===== src/rtl/sdclk_pkg.sv =====
package sdclk_pkg;
  localparam int REG_W  = 16;
  localparam int DIV_W  = 8;
  localparam int DIV_LSB = 8;
  localparam int BIT_SD_EN  = 2;
  localparam int BIT_STABLE = 1;
  localparam int BIT_INT_EN = 0;

  typedef struct packed {
    logic [DIV_W-1:0] div;
    logic             sd_en;
    logic             int_en;
  } clk_cfg_t;
endpackage


===== src/rtl/sdclk_ctrl_reg.sv =====
module sdclk_ctrl_reg
  import sdclk_pkg::*;
#(
  parameter int RST_CYCLES = 8
) (
  input  logic             clk_i,
  input  logic             rst_ni,
  input  logic             wr_en_i,
  input  logic [REG_W-1:0] wr_data_i,
  input  logic             srst_i,
  output clk_cfg_t         cfg_o,
  output logic             busy_o
);
  localparam int CW = $clog2(RST_CYCLES + 1);

  clk_cfg_t        cfg_q;
  logic            busy_q;
  logic [CW-1:0]   cnt_q;

  always_ff @(posedge clk_i or negedge rst_ni) begin
    if (!rst_ni) begin
      cfg_q  <= '0;
      busy_q <= 1'b0;
      cnt_q  <= '0;
    end else if (srst_i) begin
      cfg_q  <= '0;
      busy_q <= 1'b1;
      cnt_q  <= '0;
    end else if (busy_q) begin
      if (cnt_q == CW'(RST_CYCLES - 1)) busy_q <= 1'b0;
      else                              cnt_q  <= cnt_q + 1'b1;
    end else if (wr_en_i) begin
      cfg_q.div    <= wr_data_i[DIV_LSB +: DIV_W];
      cfg_q.sd_en  <= wr_data_i[BIT_SD_EN];
      cfg_q.int_en <= wr_data_i[BIT_INT_EN];
    end
  end

  assign cfg_o  = cfg_q;
  assign busy_o = busy_q;
endmodule


===== src/rtl/sdclk_stable_timer.sv =====
module sdclk_stable_timer #(
  parameter int STABLE_CYCLES = 16
) (
  input  logic clk_i,
  input  logic rst_ni,
  input  logic int_en_i,
  output logic stable_o
);
  localparam int CW = $clog2(STABLE_CYCLES + 1);

  logic [CW-1:0] cnt_q;
  logic          stable_q;

  always_ff @(posedge clk_i or negedge rst_ni) begin
    if (!rst_ni) begin
      cnt_q    <= '0;
      stable_q <= 1'b0;
    end else if (!int_en_i) begin
      cnt_q    <= '0;
      stable_q <= 1'b0;
    end else if (!stable_q) begin
      if (cnt_q == CW'(STABLE_CYCLES - 1)) stable_q <= 1'b1;
      else                                 cnt_q    <= cnt_q + 1'b1;
    end
  end

  // drop with the enable, not one cycle later
  assign stable_o = stable_q & int_en_i;
endmodule


===== src/rtl/sdclk_divider.sv =====
module sdclk_divider
  import sdclk_pkg::*;
(
  input  logic             clk_i,
  input  logic             rst_ni,
  input  logic [DIV_W-1:0] div_i,
  input  logic             en_i,
  output logic             sd_clk_o
);
  logic [DIV_W-1:0] act_div_q;
  logic             act_en_q;
  logic [DIV_W-1:0] cnt_q;
  logic             phase_q;
  logic             byp_q;
  logic             run;
  logic             term;
  logic             cfg_chg;

  assign run     = act_en_q && (act_div_q != '0);
  assign term    = (cnt_q == act_div_q - 1'b1);
  assign cfg_chg = (div_i != act_div_q) || (en_i != act_en_q);

  always_ff @(posedge clk_i or negedge rst_ni) begin
    if (!rst_ni) begin
      act_div_q <= '0;
      act_en_q  <= 1'b0;
      cnt_q     <= '0;
      phase_q   <= 1'b0;
    end else if (cfg_chg && !phase_q) begin
      // output is low here; restart the low phase with the new setting
      act_div_q <= div_i;
      act_en_q  <= en_i;
      cnt_q     <= '0;
      phase_q   <= 1'b0;
    end else if (run) begin
      if (term) begin
        cnt_q   <= '0;
        phase_q <= ~phase_q;
      end else begin
        cnt_q   <= cnt_q + 1'b1;
      end
    end else begin
      cnt_q   <= '0;
      phase_q <= 1'b0;
    end
  end

  // bypass select moves on the falling edge, while the base clock is low
  always_ff @(negedge clk_i or negedge rst_ni) begin
    if (!rst_ni) byp_q <= 1'b0;
    else         byp_q <= act_en_q && (act_div_q == '0);
  end

  assign sd_clk_o = byp_q ? clk_i : phase_q;
endmodule


===== src/rtl/sdclk_unit.sv =====
module sdclk_unit
  import sdclk_pkg::*;
#(
  parameter int STABLE_CYCLES = 16,
  parameter int RST_CYCLES    = 8
) (
  input  logic        clk_i,
  input  logic        rst_ni,
  input  logic        wr_en_i,
  input  logic [15:0] wr_data_i,
  input  logic        srst_i,
  output logic [15:0] rd_data_o,
  output logic        srst_busy_o,
  output logic        sd_clk_o
);
  clk_cfg_t cfg;
  logic     stable;
  logic     clk_run;

  sdclk_ctrl_reg #(.RST_CYCLES(RST_CYCLES)) u_reg (
    .clk_i     (clk_i),
    .rst_ni    (rst_ni),
    .wr_en_i   (wr_en_i),
    .wr_data_i (wr_data_i),
    .srst_i    (srst_i),
    .cfg_o     (cfg),
    .busy_o    (srst_busy_o)
  );

  sdclk_stable_timer #(.STABLE_CYCLES(STABLE_CYCLES)) u_timer (
    .clk_i    (clk_i),
    .rst_ni   (rst_ni),
    .int_en_i (cfg.int_en),
    .stable_o (stable)
  );

  assign clk_run = cfg.sd_en & cfg.int_en & stable;

  sdclk_divider u_div (
    .clk_i    (clk_i),
    .rst_ni   (rst_ni),
    .div_i    (cfg.div),
    .en_i     (clk_run),
    .sd_clk_o (sd_clk_o)
  );

  always_comb begin
    rd_data_o                      = '0;
    rd_data_o[DIV_LSB +: DIV_W]    = cfg.div;
    rd_data_o[BIT_SD_EN]           = cfg.sd_en;
    rd_data_o[BIT_STABLE]          = stable;
    rd_data_o[BIT_INT_EN]          = cfg.int_en;
  end
endmodule


===== config.mk =====
export PLATFORM = sky130hd
export DESIGN_NAME = sdclk_unit
export DESIGN_NICKNAME = d
export VERILOG_FILES = /design/src/rtl/sdclk_pkg.sv /design/src/rtl/sdclk_ctrl_reg.sv /design/src/rtl/sdclk_stable_timer.sv /design/src/rtl/sdclk_divider.sv /design/src/rtl/sdclk_unit.sv
export SDC_FILE = /design/constraint.sdc
export NUM_CORES = 1
export LEC_CHECK = 0
export ABC_AREA = 1
export BUFFER_PORTS_ARGS = -buffer_cell sky130_fd_sc_hd__buf_4
export CORE_AREA = 2 2 72 87
export DETAILED_ROUTE_END_ITERATION = 6
export DIE_AREA = 0 0 74 89
export GPL_TIMING_DRIVEN = 0
export PLACE_DENSITY = 0.69
export SYNTH_ARGS = -nofsm -noshare
export SYNTH_HDL_FRONTEND = slang
export SYNTH_SLANG_ARGS = --single-unit

===== constraint.sdc =====
create_clock -name clk_i -period 1.8 [get_ports clk_i]
set_input_delay 0.18 -clock clk_i [delete_from_list [all_inputs] [get_ports clk_i]]
set_output_delay 0.18 -clock clk_i [all_outputs]
set_load 0.1 [all_outputs]

==> impl_metrics.json, run 1 <==
{
  "status": "complete, but fails checks",
  "violated_checks": "negative setup slack",
  "floorplan.core_area_sq_um": 5670,
  "synth_warnings": 0,
  "final_antenna_net_count": 0,
  "finalHoldViolations": 0,
  "power-per-cell-area_nw_per_um2": 854,
  "cts.reportedPaths.clkPinSlew_ns": 0.07,
  "globalplace.congestion": 0.769,
  "worst_hold_slack_ns": 0.0160,
  "post_dp_cell_area_sq_um": 2580,
  "crit_start": "u_div.byp_q$_DFF_NN0_",
  "finalInstanceArea_sq_um": 2810,
  "die-width_microns": 74,
  "slew_of_the_pin_with_the_lowest_slew_margin_ns": 0.501,
  "crit_path_max_fanout": 2,
  "post_drt_via_cell_ratio": 4.61,
  "power.sequential.fraction_pct": 42.0,
  "synthesis.area_per_instance_sq_um": 8.01,
  "slew-limit-headroom_pct": 66.6,
  "grt_setup_unrepaired": "yes",
  "number_of_global_route_vias_before_repair": 1871,
  "worst_setup_path_endpoint": "sd_clk_o",
  "num_rows": 30,
  "worst_r2r_endpoint": "u_div.byp_q$_DFF_NN0_",
  "synthCells": 279,
  "crit_path_max_incr_delay_ns": 0.46,
  "initialDrtViolationCount": 53,
  "tritoncts": "built",
  "ys_seq_area_share_pct": 44.8,
  "syn-cell-area_sq_um": 2240,
  "worstSetupPathType": "reg -> out",
  "layout_setup_ws_ns": -0.488,
  "final_nets": 350,
  "mostFrequentLayoutCell": "nand2_1",
  "grt_antenna_before_repair": 0,
  "flow.area_growth_from_synthesis_pct": 25.6,
  "vias_post_dr": 1869,
  "critPathBufInv": 1,
  "intPower_w": 0.00162,
  "reg2regPathDepth": 6,
  "cp_data_required_time_ns": 1.62,
  "ys_types": 31,
  "final_max_slew_viol_count": 0,
  "hp-class": "in -> reg",
  "p_clk_share_pct": 34.1,
  "power.share.combinational_pct": 23.9,
  "report.final.setup_viol": 12,
  "netSwitchingPower_w": 0.000775,
  "nFillCells": 552,
  "layout.core_utilization_pct": 49.6,
  "cp_num_cells": 3,
  "die-area_sq_um": 6590,
  "drt-wirelength-per-cell_microns": 11.4,
  "port-buffer-count": 26,
  "worst-r2r-setup-slack_ns": -0.23,
  "timing.critical_path.from_type": "register",
  "peakVddDrop_mv": 0.394,
  "gr-total-overflow": 0,
  "critical_path.cell_chain": "nand2_2 > o21ai_4 > buf_12",
  "wl_mm": 4.61,
  "worst_path_dominant_cell_family": "flip-flops",
  "clock_latency_late_sink_ns": 0.41,
  "drt_pass1_iterations": 4,
  "layout.cells.most_common_list": "56 x nand2_1, 40 x inv_1, 36 x buf_4, 30 x nand3_1, 28 x dfrtp_1",
  "maximum_number_of_pins_on_one_net_before_global_route_repair": 41,
  "worst_path_max_delay_cell": "dfrtn_1",
  "power.switching_fraction_pct": 32.3,
  "ys_ff_latch": 40,
  "dpl.hpwl_mm": 3.49,
  "clock-skew-final_ns": 0.0193,
  "wire_length_of_the_first_global_routing_pass_mm": 8.18,
  "critical_path.reg2reg.startpoint": "u_div.act_div_q[1]$_DFFE_PN0P_",
  "power.static_leakage_nw": 1.33,
  "pin_count": 38,
  "maxCapViolCount": 0,
  "drive_above_1_share_pct": 27.1,
  "worst_setup_path_end_kind": "output port",
  "initial_utilization_pct": 39.4,
  "drc_errors": 0,
  "floorplan.die.height_microns": 89,
  "antenna-diode-count": 0,
  "timing.critical_path.arrival_ns": 2.11,
  "grtUsageTotal_pct": 16.6
}
-- area by class of cell --
| class | instances | area (sq um) | area share (%) |
|---|---|---|---|
| Buffer | 12 | 83.8 | 2.98 |
| Sequential cell | 40 | 1010 | 36.1 |
| Inverter | 42 | 158 | 5.61 |
| Clock buffer | 12 | 161 | 5.75 |
| Timing Repair Buffer | 30 | 230 | 8.20 |
| Multi-Input combinational cell | 189 | 1060 | 37.8 |
| Tap cell | 80 | 100 | 3.56 |
-- cell usage after synthesis, drive strengths merged --
library cell  instances  area [sq um]
nor3                  3          15.0
dfrtn                 1          25.0
nand2                60           235
a211oi                2          15.0
a21oi                 9          45.0
nor4                  1          6.26
xor2                  6          52.6
or2                   1          6.26
dfrtp                39           976
nor2                 27           139
clkbuf                2          7.51
xnor2                 8          70.1
ha                    6          75.1
o21a                  1          7.51
inv                  42           158
nand3                31           168
nand3b                1          7.51
nand4                 3          18.8
conb                  1          3.75
buf                  10          76.3
o21ai                25           129
-- worst min-delay path by stage --
stage,from,to,cells after the start
floorplan,rst_ni,u_div.act_div_q[0]$_DFFE_PN0P_,0
global placement,rst_ni,u_div.cnt_q[2]$_DFF_PN0_,1
detailed placement,rst_ni,u_div.cnt_q[2]$_DFF_PN0_,1
CTS,wr_data_i[14],u_reg.cfg_o[8]$_DFFE_PN0P_,3
global route,wr_data_i[0],u_reg.cfg_o[0]$_DFFE_PN0P_,3
finish,wr_data_i[0],u_reg.cfg_o[0]$_DFFE_PN0P_,3
-- cells by family after synthesis --
logic type / Yosys count / synth area share, %
AOI/OAI and AO/OA: 37 / 8.79
buffers and inverters: 54 / 10.8
and+or+nand+nor: 127 / 26.6
other: 1 / 0.168
adders and majority gates: 6 / 3.36
xor gates and xnor gates: 14 / 5.48
DFF: 40 / 44.8
-- power by group through the flow --
stage / combinational (W) / sequential, W / clock [W]
2_1_floorplan: 0.000323 / 0.00112 / 0.000000493
3_3_place_gp: 0.000539 / 0.00102 / 0.000000493
3_5_place_dp: 0.000550 / 0.00102 / 0.000000493
4_1_cts: 0.000571 / 0.00101 / 0.000846
5_1_grt: 0.000630 / 0.00101 / 0.000891
6_report: 0.000574 / 0.00101 / 0.000818
-- layer usage --
layer  track usage, %  wire, microns
met3             5.75            197
met2             27.7           2360
met1             19.2           1950
met5                0              0
met4             7.77             93
-- repair_timing --
item / in CTS / in global routing
setup endpoints to repair: 13 / 16
setup buffers: 3 / 0
gates resized for setup: 7 / 5
endpoints found under the hold margin: 42 / 0
hold buffers: 2 / 0
pin swaps: 1 / 0
-- flip-flops by register name, indices dropped and copies added, names as in the netlist --
register	cells
u_div.phase_q	1
u_div.act_en_q	1
u_timer.cnt_q	5
u_div.byp_q	1
u_timer.stable_q	1
u_reg.busy_o	1
u_reg.cfg_o	10
u_div.act_div_q	8
u_div.cnt_q	8
u_reg.cnt_q	4
-- metrics by stage --
stage / power, W / cells / worst slack [ns] / TNS (ns)
4_1_cts: 0.00242 / 405 / -0.506 / -1.07
5_1_grt: 0.00254 / 405 / -0.560 / -2.42
6_report: 0.00240 / 405 / -0.488 / -0.784
2_1_floorplan: 0.00144 / 283 / -0.181 / -0.311
3_3_place_gp: 0.00156 / 389 / -0.251 / -0.403
3_5_place_dp: 0.00157 / 389 / -0.264 / -0.738
-- worst reg2reg max path: stages (launching register included) --
cell and delay [ns]:
dfrtp_1 0.46, inv_1 0.10, ha_1 0.19, inv_1 0.09
nor4_4 0.04, inv_1 0.08, nor2_1 0.04
(Power assumes the default switching activity.)
==> run 2, diff against run 1 <==
--- a/config.mk
+++ b/config.mk
@@ -5,11 +5,10 @@
 export SDC_FILE = /design/constraint.sdc
 export NUM_CORES = 1
 export LEC_CHECK = 0
-export ABC_AREA = 1
 export BUFFER_PORTS_ARGS = -buffer_cell sky130_fd_sc_hd__buf_4
-export CORE_AREA = 2 2 72 87
+export CORE_AREA = 2 2 70 86
 export DETAILED_ROUTE_END_ITERATION = 6
-export DIE_AREA = 0 0 74 89
+export DIE_AREA = 0 0 72 88
 export GPL_TIMING_DRIVEN = 0
 export PLACE_DENSITY = 0.69
 export SYNTH_ARGS = -nofsm -noshare
==> run 2 against run 1 <==
Critical endpoint unchanged. Hold slack got worse by 0.015 ns. Highest routed layer unchanged. Largest power group unchanged. Die area decreased by 3.8%. Final area increased by 4.9%. Combinational power decreased by 2%. The flow still finishes with violations (negative setup slack). Core utilization increased by 3.9 points. Area after synthesis decreased by 4.5%.
==> impl_metrics.json, run 2 <==
{
  "peakVddDrop_mv": 0.645,
  "drc_errors": 0,
  "highest_routed_metal_layer": "met4",
  "grtUsageTotal_pct": 15.4,
  "yosys.cell_count.top_type": "dfrtp_1",
  "wire_length_of_the_first_global_routing_pass_mm": 7.35,
  "layout.core_utilization_pct": 53.4,
  "wl_mm": 4.60,
  "number_of_global_route_vias_before_repair": 1676,
  "dpl.hpwl_mm": 2.90,
  "synth_area_leaders": "dfrtp_1 46%, xor2_1 6.6%, nand2_1 5.4%, xnor2_1 4.9%, mux2_2 3.7%",
  "finalInstanceArea_sq_um": 2950,
  "crit_path_max_incr_delay_ns": 0.40,
  "final_antenna_net_count": 0,
  "maximum_number_of_pins_on_one_net_before_global_route_repair": 41,
  "netlist.area_leader.share_pct": 45.7,
  "worst_setup_path_end_kind": "output port",
  "worstSetupPathType": "reg -> out",
  "number_of_synthesized_flops_with_an_enable_pin": 0,
  "vias_post_dr": 1691,
  "synthCells": 219,
  "drt-wirelength-per-cell_microns": 13.6,
  "ys_types": 44,
  "report.final.setup_viol": 14,
  "ys_seq_area_share_pct": 46.9,
  "layout_setup_ws_ns": -0.582,
  "timing.critical_path.from_type": "register",
  "synth_commonest_cells": "39 x dfrtp_1, 31 x nand2_1, 16 x nor2_1, 16 x xor2_1, 14 x a21oi_1",
  "syn-cell-area_sq_um": 2140,
  "timing.critical_path.arrival_ns": 2.20,
  "power.static_leakage_nw": 1.36,
  "postSynth.asyncResetShare_pct": 100,
  "floorplan.die.height_microns": 88,
  "initial_utilization_pct": 38.7,
  "finalHoldViolations": 0,
  "grt_antenna_before_repair": 0,
  "final_nets": 300,
  "post_route_met1_wirelength_mm": 1.92,
  "violated_checks": "negative setup slack",
  "synth_largest_area_cell": "dfrtp_1",
  "grt_setup_unrepaired": "yes",
  "cts.reportedPaths.clkPinSlew_ns": 0.08,
  "num_rows": 30,
  "final_max_slew_viol_count": 0,
  "hp-class": "in -> reg",
  "tritoncts": "built",
  "post_drt_via_cell_ratio": 4.99,
  "synth_top_flop_cell": "dfrtp_1",
  "met3_length_microns": 178,
  "globalplace.congestion": 0.754,
  "critical_path.cell_chain": "mux2_4 > buf_12",
  "pin_count": 38,
  "die-area_sq_um": 6340,
  "gr-total-overflow": 0,
  "worst_hold_startpoint": "wr_data_i[10]",
  "slew_of_the_pin_with_the_lowest_slew_margin_ns": 0.585,
  "clock_latency_late_sink_ns": 0.42,
  "detailroute.wirelength.met2_mm": 2.41,
  "cp_data_required_time_ns": 1.62,
  "post_dp_cell_area_sq_um": 2470,
  "largest_reg_flops": 10,
  "drt_pass1_iterations": 5,
  "power-per-cell-area_nw_per_um2": 819,
  "initialDrtViolationCount": 59,
  "synth_warnings": 0,
  "status": "complete, but fails checks",
  "mostFrequentLayoutCell": "buf_4",
  "critical_path.reg2reg.startpoint": "u_div.act_div_q[0]$_DFFE_PN0P_",
  "drive_above_1_share_pct": 40.7,
  "synthesis.area_per_instance_sq_um": 9.75,
  "maxCapViolCount": 0,
  "die-width_microns": 72,
  "floorplan.core_area_sq_um": 5520,
  "nFillCells": 458,
  "worst_hold_slack_ns": 0.00146,
  "flow.area_growth_from_synthesis_pct": 38.0,
  "crit_start": "u_div.byp_q$_DFF_NN0_",
  "clock-skew-final_ns": 0.0165,
  "slew-limit-headroom_pct": 60.6,
  "crit_path_max_fanout": 1,
  "layout.cells.most_common_list": "42 x buf_4, 31 x nand2_1, 23 x dfrtp_1, 15 x xor2_1, 15 x dfrtp_2",
  "antenna-diode-count": 0,
  "worst_path_max_delay_cell": "dfrtn_1",
  "ys_ff_latch": 40,
  "port-buffer-count": 26,
  "post-place-ws_ns": -0.292
}
[run 2: layer usage]
| metal | vias to the layer above | track usage [%] |
|---|---|---|
| li1 | 834 | - |
| met1 | 811 | 17.4 |
| met2 | 38 | 25.9 |
| met3 | 8 | 4.83 |
| met4 | 0 | 8.58 |
| met5 | - | 0 |
[run 2: area by class of cell]
type                       count  area, sq um  share of cell area, %
inverter                       4         20.0                  0.679
clock buffer                   9          130                   4.41
sequential                    40         1020                   34.7
buffer                        12         86.3                   2.93
multi-input combinational    163         1200                   40.8
clock inverter                 3         42.5                   1.44
timing repair buffer          44          362                   12.3
tap                           64         80.1                   2.72
[run 2: worst max-delay path: cells and delay by family (launching register included)]
kind                   cells  cell delay (ns)
flip-flops                 1             0.40
multiplexers               1             0.31
buffers and inverters      1             0.17
[run 2: cells by family (layout without fill, tap and decap cells)]
family / after synthesis / in the layout / share of synthesized area (%)
AOI/OAI and AO/OA: 34 / 34 / 9.84
xor gates and xnor gates: 28 / 28 / 11.5
adders and majority gates: 6 / 6 / 3.51
buffers and inverters: 20 / 72 / 4.86
DFF: 40 / 40 / 46.9
muxes: 8 / 8 / 4.16
other: 1 / 5 / 0.176
and+or+nand+nor: 82 / 82 / 19.1
[run 2: stage by stage]
stage | instances | power [W] | TNS [ns]
2_1_floorplan | 223 | 0.00123 | -0.459
3_3_place_gp | 313 | 0.00131 | -2.34
3_5_place_dp | 313 | 0.00132 | -2.84
4_1_cts | 333 | 0.00234 | -3.08
5_1_grt | 339 | 0.00250 | -4.00
6_report | 339 | 0.00241 | -2.72
[run 2: worst paths after layout]
path	to	slack [ns]	depth (start not counted)
min in group asynchronous	u_div.cnt_q[2]$_DFF_PN0_	0.28	2
setup reg to reg	u_div.byp_q$_DFF_NN0_	-0.23	5
hold reg to reg	u_div.cnt_q[0]$_DFF_PN0_	0.53	1
setup / recovery	sd_clk_o	-0.58	2
hold / removal	u_reg.cfg_o[4]$_DFFE_PN0P_	0.001	3
max in group asynchronous	u_div.byp_q$_DFF_NN0_	0.35	2
[run 2: power breakdown]
| part | total, W | leakage, nW | switching [W] | internal (W) |
|---|---|---|---|---|
| sequential | 0.000939 | 0.525 | 0.0000215 | 0.000918 |
| clock | 0.000915 | 0.0902 | 0.000363 | 0.000552 |
| combinational | 0.000560 | 0.741 | 0.000284 | 0.000276 |
[run 2: repair_timing]
action / 4_1_cts / 5_1_grt
gates resized for setup: 29 / 25
cloned: 1 / 0
setup buffers: 7 / 9
endpoints found under the hold margin: 42 / 0
endpoints found under the setup margin: 19 / 20
hold buffers: 2 / 0
pin swaps: 22 / 15
